==> src/rtl/bxv_pkg.sv <==
package bxv_pkg;

    localparam int OC_W     = 6;
    localparam int EC_W     = 6;
    localparam logic [EC_W-1:0] TRAP_EC = 6'h05;

    typedef enum logic [OC_W-1:0] {
        OC_NONE   = 6'b000000,
        OC_UNDEF  = 6'b000001,
        OC_TRAP2W = 6'b000010,
        OC_TRAP2H = 6'b000100,
        OC_TRAP3  = 6'b001000,
        OC_HALT   = 6'b010000,
        OC_ACCESS = 6'b100000
    } outcome_e;

    typedef enum logic [1:0] {
        LVL_0 = 2'd0,
        LVL_1 = 2'd1,
        LVL_2 = 2'd2,
        LVL_3 = 2'd3
    } lvl_e;

    typedef struct packed {
        logic l1_narrow;
        logic l2_on;
        logic l2_wide;
        logic l3_on;
        logic l3_wide;
        logic l3_undef_first;
        logic l3_undef_sel;
        logic l2_route;
        logic l2_trap;
        logic l3_trap;
        logic os_locked;
        logic halt_ok;
        logic ext_trap;
    } trap_ctl_t;

endpackage

==> src/rtl/bxv_prio_chain.sv <==
module bxv_prio_chain
    import bxv_pkg::*;
#(
    parameter int NUM_BKPT = 12,
    parameter int IDX_W    = 4
) (
    input  logic [IDX_W-1:0] idx,
    input  logic [1:0]       lvl,
    input  trap_ctl_t        ctl,
    output outcome_e         dec
);

    localparam logic [IDX_W:0] IDX_LIMIT = NUM_BKPT[IDX_W:0];

    logic idx_ok;
    logic l3_armed;
    logic l3_early_undef;
    logic l2_armed;
    logic halt_hit;
    lvl_e lvl_q;

    assign lvl_q          = lvl_e'(lvl);
    assign idx_ok         = ({1'b0, idx} < IDX_LIMIT);
    assign l3_armed       = ctl.l3_on && ctl.l3_wide && ctl.l3_trap;
    assign l3_early_undef = l3_armed && ctl.l3_undef_first;
    assign l2_armed       = ctl.l2_on && (ctl.l2_route || ctl.l2_trap);
    assign halt_hit       = !ctl.os_locked && ctl.halt_ok && ctl.ext_trap;

    always_comb begin
        dec = OC_ACCESS;
        if (!ctl.l1_narrow || !idx_ok) begin
            dec = OC_UNDEF;
        end else begin
            unique case (lvl_q)
                LVL_0: dec = OC_UNDEF;
                LVL_1: begin
                    if (l3_early_undef)            dec = OC_UNDEF;
                    else if (l2_armed && ctl.l2_wide)  dec = OC_TRAP2W;
                    else if (l2_armed)             dec = OC_TRAP2H;
                    else if (l3_armed)             dec = ctl.l3_undef_sel ? OC_UNDEF : OC_TRAP3;
                    else if (halt_hit)             dec = OC_HALT;
                    else                           dec = OC_ACCESS;
                end
                LVL_2: begin
                    if (l3_early_undef)            dec = OC_UNDEF;
                    else if (l3_armed)             dec = ctl.l3_undef_sel ? OC_UNDEF : OC_TRAP3;
                    else if (halt_hit)             dec = OC_HALT;
                    else                           dec = OC_ACCESS;
                end
                LVL_3: begin
                    if (halt_hit)                  dec = OC_HALT;
                    else                           dec = OC_ACCESS;
                end
                default: dec = OC_UNDEF;
            endcase
        end
    end

endmodule

==> src/rtl/bxv_resp_fsm.sv <==
module bxv_resp_fsm
    import bxv_pkg::*;
#(
    parameter int IDX_W = 4
) (
    input  logic             clk,
    input  logic             rst_n,
    input  logic             req_valid,
    input  logic             req_write,
    input  logic [IDX_W-1:0] req_idx,
    input  outcome_e         dec,
    output logic             out_valid,
    output logic [OC_W-1:0]  outcome,
    output logic [EC_W-1:0]  syn_class,
    output logic             wr_stb,
    output logic             rd_stb,
    output logic [IDX_W-1:0] idx_q
);

    typedef enum logic {
        ST_IDLE = 1'b0,
        ST_SHOW = 1'b1
    } resp_state_e;

    resp_state_e state;
    resp_state_e state_nx;
    logic [EC_W-1:0] ec_nx;
    logic is_access;

    always_comb begin
        state_nx = state;
        unique case (state)
            ST_IDLE: if (req_valid) state_nx = ST_SHOW;
            ST_SHOW: if (!req_valid) state_nx = ST_IDLE;
            default: state_nx = ST_IDLE;
        endcase
    end

    always_ff @(posedge clk) begin
        if (!rst_n) state <= ST_IDLE;
        else        state <= state_nx;
    end

    assign is_access = (dec == OC_ACCESS);

    always_comb begin
        unique case (dec)
            OC_TRAP2W, OC_TRAP2H, OC_TRAP3: ec_nx = TRAP_EC;
            default:                        ec_nx = '0;
        endcase
    end

    always_ff @(posedge clk) begin
        if (!rst_n || !req_valid) begin
            outcome   <= '0;
            syn_class <= '0;
            wr_stb    <= 1'b0;
            rd_stb    <= 1'b0;
            idx_q     <= '0;
        end else begin
            outcome   <= dec;
            syn_class <= ec_nx;
            wr_stb    <= is_access && req_write;
            rd_stb    <= is_access && !req_write;
            idx_q     <= req_idx;
        end
    end

    assign out_valid = (state == ST_SHOW);

endmodule

==> src/rtl/bxv_trap_decoder.sv <==
module bxv_trap_decoder
    import bxv_pkg::*;
#(
    parameter int NUM_BKPT = 12,
    parameter int IDX_W    = 4
) (
    input  logic             clk,
    input  logic             rst_n,
    input  logic             req_valid,
    input  logic             req_write,
    input  logic [IDX_W-1:0] req_idx,
    input  logic [1:0]       cur_lvl,
    input  logic             has_l1_narrow,
    input  logic             l2_enabled,
    input  logic             l2_wide,
    input  logic             l3_present,
    input  logic             l3_wide,
    input  logic             l3_undef_first,
    input  logic             l3_undef_sel,
    input  logic             l2_route_dbg,
    input  logic             l2_trap_dbg,
    input  logic             l3_trap_dbg,
    input  logic             os_locked,
    input  logic             halt_ok,
    input  logic             ext_trap_sw,
    output logic             out_valid,
    output logic [5:0]       outcome,
    output logic [5:0]       syn_class,
    output logic             reg_wr_stb,
    output logic             reg_rd_stb,
    output logic [IDX_W-1:0] reg_idx
);

    trap_ctl_t ctl;
    outcome_e  dec;

    assign ctl = '{
        l1_narrow:      has_l1_narrow,
        l2_on:          l2_enabled,
        l2_wide:        l2_wide,
        l3_on:          l3_present,
        l3_wide:        l3_wide,
        l3_undef_first: l3_undef_first,
        l3_undef_sel:   l3_undef_sel,
        l2_route:       l2_route_dbg,
        l2_trap:        l2_trap_dbg,
        l3_trap:        l3_trap_dbg,
        os_locked:      os_locked,
        halt_ok:        halt_ok,
        ext_trap:       ext_trap_sw
    };

    bxv_prio_chain #(
        .NUM_BKPT (NUM_BKPT),
        .IDX_W    (IDX_W)
    ) u_chain (
        .idx (req_idx),
        .lvl (cur_lvl),
        .ctl (ctl),
        .dec (dec)
    );

    bxv_resp_fsm #(
        .IDX_W (IDX_W)
    ) u_fsm (
        .clk       (clk),
        .rst_n     (rst_n),
        .req_valid (req_valid),
        .req_write (req_write),
        .req_idx   (req_idx),
        .dec       (dec),
        .out_valid (out_valid),
        .outcome   (outcome),
        .syn_class (syn_class),
        .wr_stb    (reg_wr_stb),
        .rd_stb    (reg_rd_stb),
        .idx_q     (reg_idx)
    );

endmodule

==> config.mk <==
export PLATFORM = sky130hd
export DESIGN_NAME = bxv_trap_decoder
export DESIGN_NICKNAME = d
export VERILOG_FILES = /design/src/rtl/bxv_pkg.sv /design/src/rtl/bxv_prio_chain.sv /design/src/rtl/bxv_resp_fsm.sv /design/src/rtl/bxv_trap_decoder.sv
export SDC_FILE = /design/constraint.sdc
export NUM_CORES = 1
export LEC_CHECK = 0
export BUFFER_PORTS_ARGS = -buffer_cell sky130_fd_sc_hd__buf_2
export CORE_UTILIZATION = 42
export CTS_CLUSTER_SIZE = 28
export DETAILED_ROUTE_END_ITERATION = 12
export GPL_TIMING_DRIVEN = 0
export PLACE_DENSITY = 0.88
export SLEW_MARGIN = 30
export SYNTH_ARGS = -nofsm -noshare
export SYNTH_HDL_FRONTEND = slang
export SYNTH_HIERARCHICAL = 1
export SYNTH_SLANG_ARGS = --single-unit
==> constraint.sdc <==
create_clock -name clk -period 2.72 [get_ports clk]
set_clock_uncertainty 0.2 [all_clocks]
set_input_delay 0 -clock clk [delete_from_list [all_inputs] [get_ports clk]]
set_output_delay 0 -clock clk [all_outputs]
set_load 0.03 [all_outputs]
# --- Word level (Yosys, flattened, before mapping) ---
# Index checks and enable logic that the tools add are counted.
word_totals:
  reg_bits: 19
  in_bits: 23
  word_cells: 45
classes:
  order_cmp: 1
  n_eq_ne: 7
  mux: 11
  reduce_logical: 20
ops:
  columns: ["op", "count"]
  rows:
  - ["$mux W6", 7]
  - ["$pmux W6 S4", 1]
  - ["$logic_and A1 B1 Y1", 9]
  - ["$eq A6 B2 Y1 const B", 1]
  - ["$eq A6 B3 Y1 const B", 1]
  - ["$eq A6 B4 Y1 const B", 1]
  - ["$eq A6 B6 Y1 const B", 1]
  - ["$logic_not A1 Y1", 6]
  - ["$eq A2 B2 Y1 const B", 2]
  - ["$lt A4 B4 Y1 const B", 1]
  - ["$mux W4", 1]
  - ["$logic_or A1 B1 Y1", 3]
  - ["$mux W3", 1]
  - ["$reduce_or A3 Y1", 1]
  - ["$eq A2 B1 Y1 const B", 1]
  - ["$logic_not A2 Y1", 1]
  - ["$mux W1", 1]

# --- Logic depth before layout (Yosys ltp) ---
# Gate-level depths: netlist of the first run.
logic_depth:
  ltp_word: 13
  depth_mapped: 5
  ltp_nobuf: 5

# --- Cells and area by module ---
# Netlist of the first run, hierarchy kept.
by_module_without_submodules:
  columns: ["mod", "n_inst", "cells_each", "area_per_inst_um2"]
  rows:
  - ["bxv_resp_fsm", 1, 42, 466.7]
  - ["bxv_prio_chain", 1, 25, 146.4]

# --- Least setup slack after synthesis of the first run ---
# No wires, ideal clock.
synth_timing:
  kind: "in2reg"
  startpoint: "input port l3_trap_dbg"
  endpoint: "register u_fsm.rd_stb"
  setup_ns: 0.078
  arrival_time_ns: 1.116
  t_required_ns: 2.442
  path_slack_ns: 1.326
  path_stages: 5
  path_buffers: 0
  cell_sequence: "nand3_1 -> o2111ai_1 -> nor2_1 -> or4b_4 -> nor3_1"
synth_via:
  elab_chain_len: 9
synth_lines:
  columns: ["item", "line", "rtl"]
  rows:
  - ["start, declared", "bxv_trap_decoder.sv:22", "input logic l3_trap_dbg,"]
  - ["$logic_and A1 B1 Y1 *", "bxv_prio_chain.sv:24", "assign l3_armed = ctl.l3_on && ctl.l3_wide && ctl.l3_trap;"]
  - ["$mux W6", "bxv_prio_chain.sv:46", "else if (l3_armed) dec = ctl.l3_undef_sel ? OC_UNDEF : OC_TRAP3;"]
  - ["$mux W6", "bxv_prio_chain.sv:39", "else if (l2_armed) dec = OC_TRAP2H;"]
  - ["$mux W6", "bxv_prio_chain.sv:38", "else if (l2_armed && ctl.l2_wide) dec = OC_TRAP2W;"]
  - ["$mux W6", "bxv_prio_chain.sv:37", "if (l3_early_undef) dec = OC_UNDEF;"]
  - ["$pmux W6 S4 *", "bxv_prio_chain.sv:34", "unique case (lvl_q)"]
  - ["$mux W6 *", "bxv_prio_chain.sv:31", "if (!ctl.l1_narrow || !idx_ok) begin"]
  - ["via dec[1]", "bxv_trap_decoder.sv:35", "outcome_e dec;"]
  - ["$eq A6 B6 Y1 *", "bxv_resp_fsm.sv:44", "assign is_access = (dec == OC_ACCESS);"]
  - ["$logic_and A1 B1 Y1 *", "bxv_resp_fsm.sv:64", "rd_stb <= is_access && !req_write;"]
  - ["end signal, assigned", "bxv_resp_fsm.sv:64", null]
  - ["end, declared", "bxv_resp_fsm.sv:16", "output logic rd_stb,"]
# The timed path passes the listed nets; every way through them passes the cells marked *.
# A chain may end at the register's enable or synchronous reset.

# --- Final worst setup path of the first run ---
layout_timing:
  startpoint: "input port req_idx[2]"
  endpoint: "register u_fsm.rd_stb"
layout_via:
  elab_chain_len: 6
layout_lines:
  columns: ["item", "line", "rtl"]
  rows:
  - ["start, declared", "bxv_trap_decoder.sv:11", "input logic [IDX_W-1:0] req_idx,"]
  - ["$lt A4 B4 Y1", "bxv_prio_chain.sv:23", "assign idx_ok = ({1'b0, idx} < IDX_LIMIT);"]
  - ["$logic_not A1 Y1", "bxv_prio_chain.sv:31", null]
  - ["$logic_or A1 B1 Y1", "bxv_prio_chain.sv:31", null]
  - ["$mux W6", "bxv_prio_chain.sv:31", null]
  - ["via dec[5]", "bxv_trap_decoder.sv:35", null]
  - ["$eq A6 B6 Y1", "bxv_resp_fsm.sv:44", null]
  - ["$logic_and A1 B1 Y1", "bxv_resp_fsm.sv:64", null]
# The timed path passes the listed nets, and every way through them passes these cells.

==> results.txt, run 1 <==
* Avg Synthesized Cell Area: 9.15 µm²
* Top library cells by usage in the layout, fill and taps aside: 37 x buf_2, 14 x dfxtp_1, 12 x dlygate4sd3_1
* Hold Slack: around 29 ps
- After clock tree synthesis, the clock-pin slew on the worst setup and hold paths is 80 ps.
* Layout cells sized above 1: 39.8%
* Power density over the cells: 445 nW/µm²
* Required time reported for the critical path endpoint: 2740 ps
- The tool flagged a number of max-cap violations equal to 0.
* Hold Path Origin: cur_lvl[1]
* YS warnings: 6
- Vertical die dimension: ~40 µm
* Sequence of cells on the critical path: dlygate4sd3_1 > buf_2 > a21boi_2 > o21ai_0 > a21oi_1 > or4b_4 > nor3_1 > dlygate4sd3_1
- Largest net degree at the start of global routing: 11
- The number of antenna violations at the first check in global routing was 0.
- Most common cell after layout, fill and taps aside: buf_2
- Counting distinct cell types in the post-synthesis netlist gives 25.
- Summed over all cells, the static leakage comes to 0.522 nW.
- Number of global-route vias before repair: slightly below 600
* Slew Limit Fails: 0
- Worst min-delay path class: input port to register
- Core Box Area: 1330 µm²
- 0 antenna diodes ended up in the layout.
* Area Growth Syn to Fin: 60.6%
* Peak supply drop: 228 µV
* Area of the die: about 1600 µm²
- Critical Path Max Stage Delay: 560 ps
* Count of port buffers added during placement: 37
- Cell with the most instances on the worst path: dlygate4sd3_1
- No sink is reached through more buffers than the 2 on the longest clock path.
* Post-CTS Setup Inserts: 0
- Detailed placement ended at an HPWL of 1020 µm.
- Global routing used 22.0% of the available tracks across all layers.
- Counting instances, the worst hold path has a depth of 4.
- Fraction of the yosys area taken by sequential cells: 45.7%
- Critical Path Sink Type: register
- Hold repair after CTS inserted 12 buffers.
- Headroom to the max-slew limit came out at approximately 63%.
- The first global-routing pass estimated 2310 µm of wire.
* Ratio of final minimum period to clock period: 91.2%
* Clock buffer count from CTS: 3
* Number of endpoints failing setup at the final stage: 0
* Critical path fanouts, max: 5
- Run status: completed
- In this run the remaining antenna-violating nets after routing total 0.
- Overall power consumption: between 400 and 500 µW
* Minimum period implied by the final worst setup slack: 2480 ps
* Final total negative setup slack: 0 ps
* Endpoint of the worst hold path: u_fsm/outcome[0]
- Timing would allow up to between 400 and 500 MHz.
- In this run, the number of DRC markers left after iteration 0 of detailed routing was 16.
* Site row count: 13
- Unrepaired setup endpoints after global routing: false
* Critical path data arrival time: 2500 ps
- Count of instances resized after the clock tree is built: 0
- Launching element type of the critical path: input port
- Synthesis produced 67 cells.
* CTS tree: yes
* Total count of hold-check failures in the final report: 0
- For the pin with the worst max-slew slack, the measured transition is approximately 550 ps.
- Flops & latches, synth: 14
* Number of H-tree branching levels: 1
* Number of detailed-route iterations in the first pass: 4
- Cell area after synthesis: 613 µm²
* Average routed wire per standard cell: 11.3 µm
- After global routing the overflow that remains totals 0.
- Crit-path slowest cell: dlygate4sd3_1
- The net count of the finished layout is 147.
* Overall die width: roughly 40 µm
* Top-Level Pins: 42
- Via total after detailed routing: 678
* Type of the worst setup path: input port to register
- In the routed layout, each cell is associated on average with a via count of about 5.
* Clock tree sinks: 14
* Routability-driven placement congestion ratio: 0.702
* Detailed-route wire length: 1560 µm
- DRC violation count after routing: 0
* Starting utilization of the core area: 46.0%
- Root buffer cell: clkbuf_4
-- flip-flops by register name, summed over array words and instances (netlist names) --
signal and flops:
u_fsm/idx_q 4, u_fsm/out_valid 1, u_fsm/outcome 6, u_fsm/rd_stb 1, u_fsm/syn_class 1, u_fsm/wr_stb 1
-- Yosys cell counts, drive strengths merged --
library cell	number	share of area, %
o21ai	3	2.4
inv	4	2.4
or3b	1	1.4
nand2	2	1.2
or4b	1	2.2
a21boi	1	1.8
o2111ai	1	1.4
a2111oi	1	1.4
o21a	3	3.7
o211ai	1	1.2
conb	1	0.61
a21oi	3	2.4
and3	10	10
buf	5	6.1
nor2b	2	2.0
clkbuf	2	1.2
nand4bb	1	1.8
nor2	3	1.8
a2111o	1	1.8
nor3	3	2.4
and2	1	1.0
xnor2	1	1.4
nand3	2	1.6
dfxtp	14	46
-- logic make-up (layout without fill, tap and decap cells) --
kind of cell	count (synthesis)	count (layout)	share of synthesized area, %
simple gates	26	26	26.1
compound gates	14	14	16.3
flops	14	14	45.7
buf+inv	11	64	9.80
other cells	1	4	0.612
xor+xnor	1	1	1.43
-- area by class of cell --
class,count,area (µm²)
repair buffers,49,305
plain buffers,7,45.0
fillers,101,349
well taps,15,18.8
flip-flops and latches,14,280
inverters,4,15.0
clock buffers,4,36.3
multi-input cells,45,284
-- report_power, final --
group / leakage [nW] / internal (mW) / switching [mW]
Sequential: 0.114 / 0.210 / 0.00105
Combinational: 0.387 / 0.0393 / 0.0451
Clock: 0.0210 / 0.0814 / 0.0621
-- metrics by stage --
stage	utilization, %	cells	worst slack, ps	area (µm²)
floorplan	-	70	1330	624
global placement	62.1	122	1030	828
detailed placement	62.1	122	987	828
CTS	73.8	138	318	985
global route	73.8	138	110	985
finish	73.8	138	238	985
-- worst max-delay path, delay by kind of cell --
family	cells	cell delay (ps)
buf+inv	3	1250
simple gates	2	660
compound gates	3	590
-- routing by layer --
layer	track usage [%]	vias to the layer above	part of all wire, %
met2	40.3	39	51
li1	-	341	-
met4	17.5	0	3.7
met5	0	-	0
met3	1.67	6	6.2
met1	22.6	292	39
-- worst max path at each step --
stage | from | endpoint | slack (ps) | cells past startpoint
2_1_floorplan | l3_trap_dbg | u_fsm/rd_stb | 1330 | 5
3_3_place_gp | l2_trap_dbg | u_fsm/syn_class[0] | 1030 | 6
3_5_place_dp | l2_trap_dbg | u_fsm/syn_class[0] | 990 | 6
4_1_cts | req_idx[3] | u_fsm/rd_stb | 320 | 8
5_1_grt | req_idx[2] | u_fsm/rd_stb | 110 | 8
6_report | req_idx[2] | u_fsm/rd_stb | 240 | 8
Note: power is estimated with default switching activity, not from simulation.
==> run 2, diff against run 1 <==
--- a/config.mk
+++ b/config.mk
@@ -7,6 +7,7 @@
 export LEC_CHECK = 0
 export BUFFER_PORTS_ARGS = -buffer_cell sky130_fd_sc_hd__buf_2
 export CORE_UTILIZATION = 42
+export CTS_BUF_LIST = sky130_fd_sc_hd__clkbuf_16
 export CTS_CLUSTER_SIZE = 28
 export DETAILED_ROUTE_END_ITERATION = 12
 export GPL_TIMING_DRIVEN = 0
==> run 2 against run 1 <==
  * Final cell count did not move
  * Worst setup slack got worse by 77 ps
  * Sequential share of layout area fell by 1.2 points
  * Maximum frequency fell by 3.0%
  * Sequential power barely moved
  * Design area rose by 4.3%
  * First-iteration DRC count rose by 25%
  * Die area did not move
==> results.txt, run 2 (synthesis results as in run 1) <==
- Vertical die dimension: 40.2 µm (unchanged)
* Number of global-route vias before repair: 591 (+0.68%)
* Power Internal: 444 µW (+34%)
* Largest registers ranked by flip-flop count: u_fsm/outcome (6), u_fsm/idx_q (4)
- Largest net degree at the start of global routing: 11 (unchanged)
* Via total after detailed routing: 699 (+3.1%)
* DRC violation count after routing: 0 (unchanged)
* Lkg Pwr: 0.540 nW (+3.4%)
- Detailed-route wire length: 1650 µm (+5.5%)
- The number of antenna violations at the first check in global routing was 0 (unchanged).
- Top library cells by usage in the layout, fill and taps aside: 37 x buf_2, 14 x dfxtp_1, 12 x dlygate4sd3_1
- Power density over the cells: 557 nW/µm² (+25%)
- The post-DP HPWL is 1020 µm (unchanged).
- The register with the most flip-flops in the final layout is u_fsm/outcome.
- The share of the cycle needed by the critical path after routing came to 94.1% (+2.8 points).
- Share of total power in the clock network: 48.3% (+16 points)
- Minimum period implied by the final worst setup slack: 2560 ps (+76.6 ps)
- The total overflow reported by the global router was 0 (unchanged).
- Unrepaired setup endpoints after global routing: false
- The setup fix buffers added after clock tree synthesis came to 0 (unchanged).
- The post-cts hold buffer count came to 12 (unchanged).
* Root buffer cell: clkbuf_16
- Site row count: 13 (unchanged)
- Total area of multi-input combinational cells: 284 µm² (unchanged)
* Hold Path Origin: cur_lvl[1]
- Launching element type of the critical path: input port
- The fraction of power consumed by combinational cells is 14.7% (-4.5 points).
- The setup slack after placement is 987 ps (unchanged).
- The sequential group share of total power came to 37.0% (-11 points).
- The data arrival at the endpoint of the critical path was 2540 ps (+40 ps).
- Sequential cell area: 280 µm² (unchanged)
* Hold path cells: 4 (unchanged)
* Total instance count after detailed placement: 122 (unchanged)
- The number of optimization iterations in the first detailed-route pass was 4 (unchanged).
- The upper clock frequency limit is 391 MHz (-3.0%).
* Area of the die: 1620 µm² (unchanged)
* Number of fill cells: 93 (-7.9%)
- The switching fraction of total power was 22.4% (-2.3 points).
- The number of pins exceeding their max-slew limit in the final report came to 0 (unchanged).
* Antenna diodes: 0 (unchanged)
* Most common cell after layout, fill and taps aside: buf_2
* Number of H-tree branching levels: 1 (unchanged)
- Clock input transition at the sequential cells of the worst setup and hold paths: 40 ps (-40 ps)
- The worst path required time is 2700 ps (-40 ps).
- Final total negative setup slack: 0 ps (unchanged)
* Layout cells sized above 1: 39.0% (-0.81 points)
* Endpoint of the worst hold path: u_fsm/outcome[0]
* Relative slew slack: 64.8% (+1.9 points)
- Clock buffer count from CTS: 3 (unchanged)
* Net switching power: 128 µW (+18%)
- Number of flip-flops under the largest register name: 6 (unchanged)
- Clock tree sinks: 14 (unchanged)
- The number of port buffers came to 37 (unchanged).
* Number of nets with antenna violations after routing: 0 (unchanged)
* Critical Path Sink Type: register
- The final cell count without fillers came to 138 (unchanged).
- The number of buffers between clock root and the deepest sink is 2 (unchanged).
- From synthesis to final layout, the design area changed by 67.6%.
- Count of instances resized after the clock tree is built: 0 (unchanged)
- Initial drt markers: 20 (+4)
- Total count of hold-check failures in the final report: 0 (unchanged)
- Number of max-cap violations: 0 (unchanged)
- Run status: completed
- Wire length of the first global-routing pass: 2350 µm (+1.8%)
- Top-Level Pins: 42 (unchanged)
- The via-per-instance ratio came to 5.07 (+3.1%).
- Worst min-delay path class: input port to register
- The floorplan die width came to 40.2 µm (unchanged).
* Starting utilization of the core area: 46.0% (unchanged)
- The number of nets in the layout is 147 (unchanged).
- Number of endpoints failing setup at the final stage: 0 (unchanged)
* Final worst setup slack: 161 ps (-76.6 ps)
- The worst IR drop on VDD is 279 µV (+23%).
- Global-route usage over all layers: 22.2% (+0.20 points)
- The weighted congestion reported at the end of routability-driven placement is 0.702 (unchanged).
- Least-Margin Pin Slew: 523 ps (-27.6 ps)
- TritonCTS built the clock tree.
- Critical path fanouts, max: 5 (unchanged)
* Type of the worst setup path: input port to register
- Core Box Area: 1330 µm² (unchanged)
- The wire length per cell after detailed routing is 11.9 µm (+5.5%).
run 2: power groups by stage:
stage / clock (mW) / sequential [mW] / combinational, mW
3_3_place_gp: 0 / 0.215 / 0.0689
3_5_place_dp: 0 / 0.216 / 0.0709
2_1_floorplan: 0 / 0.226 / 0.0336
5_1_grt: 0.285 / 0.212 / 0.0918
4_1_cts: 0.278 / 0.212 / 0.0823
6_report: 0.276 / 0.212 / 0.0843
run 2: worst max path at each step:
stage	start	endpoint	depth (start not counted)
after floorplan	l3_trap_dbg	u_fsm/rd_stb	5
after global placement	l2_trap_dbg	u_fsm/syn_class[0]	6
after detailed placement	l2_trap_dbg	u_fsm/syn_class[0]	6
after CTS	req_idx[3]	u_fsm/rd_stb	8
after global routing	req_idx[2]	u_fsm/rd_stb	8
final	req_idx[2]	u_fsm/rd_stb	8
run 2: stage by stage:
stage	area, µm²	total power [mW]	hold slack, ps	util (%)
3_3_place_gp	828	0.284	-20.1	62.1
6_report	1030	0.572	68.1	77.0
3_5_place_dp	828	0.286	-7.37	62.1
2_1_floorplan	624	0.259	-124	-
4_1_cts	1030	0.572	64.7	77.0
5_1_grt	1030	0.589	104	77.0
run 2: area by class of cell:
type / count / area share (%)
clock inverter: 1 / 0.365
inverter: 4 / 1.46
buffer: 7 / 4.38
tap: 15 / 1.83
multi-input combinational: 45 / 27.6
timing repair buffer: 49 / 29.7
clock buffer: 3 / 7.31
sequential: 14 / 27.3
run 2: worst max-delay path: stages:
cell           delay (ps)
dlygate4sd3_1         540
buf_2                 140
a21boi_2              220
o21ai_0               120
a21oi_1               250
or4b_4                500
nor3_1                180
dlygate4sd3_1         580
run 2: per-layer routing:
metal | part of all wire (%) | GRT usage [%]
met3 | 7.2 | 3.33
met1 | 38 | 20.8
met2 | 54 | 45.6
met4 | 1.0 | 10.0
met5 | 0 | 0
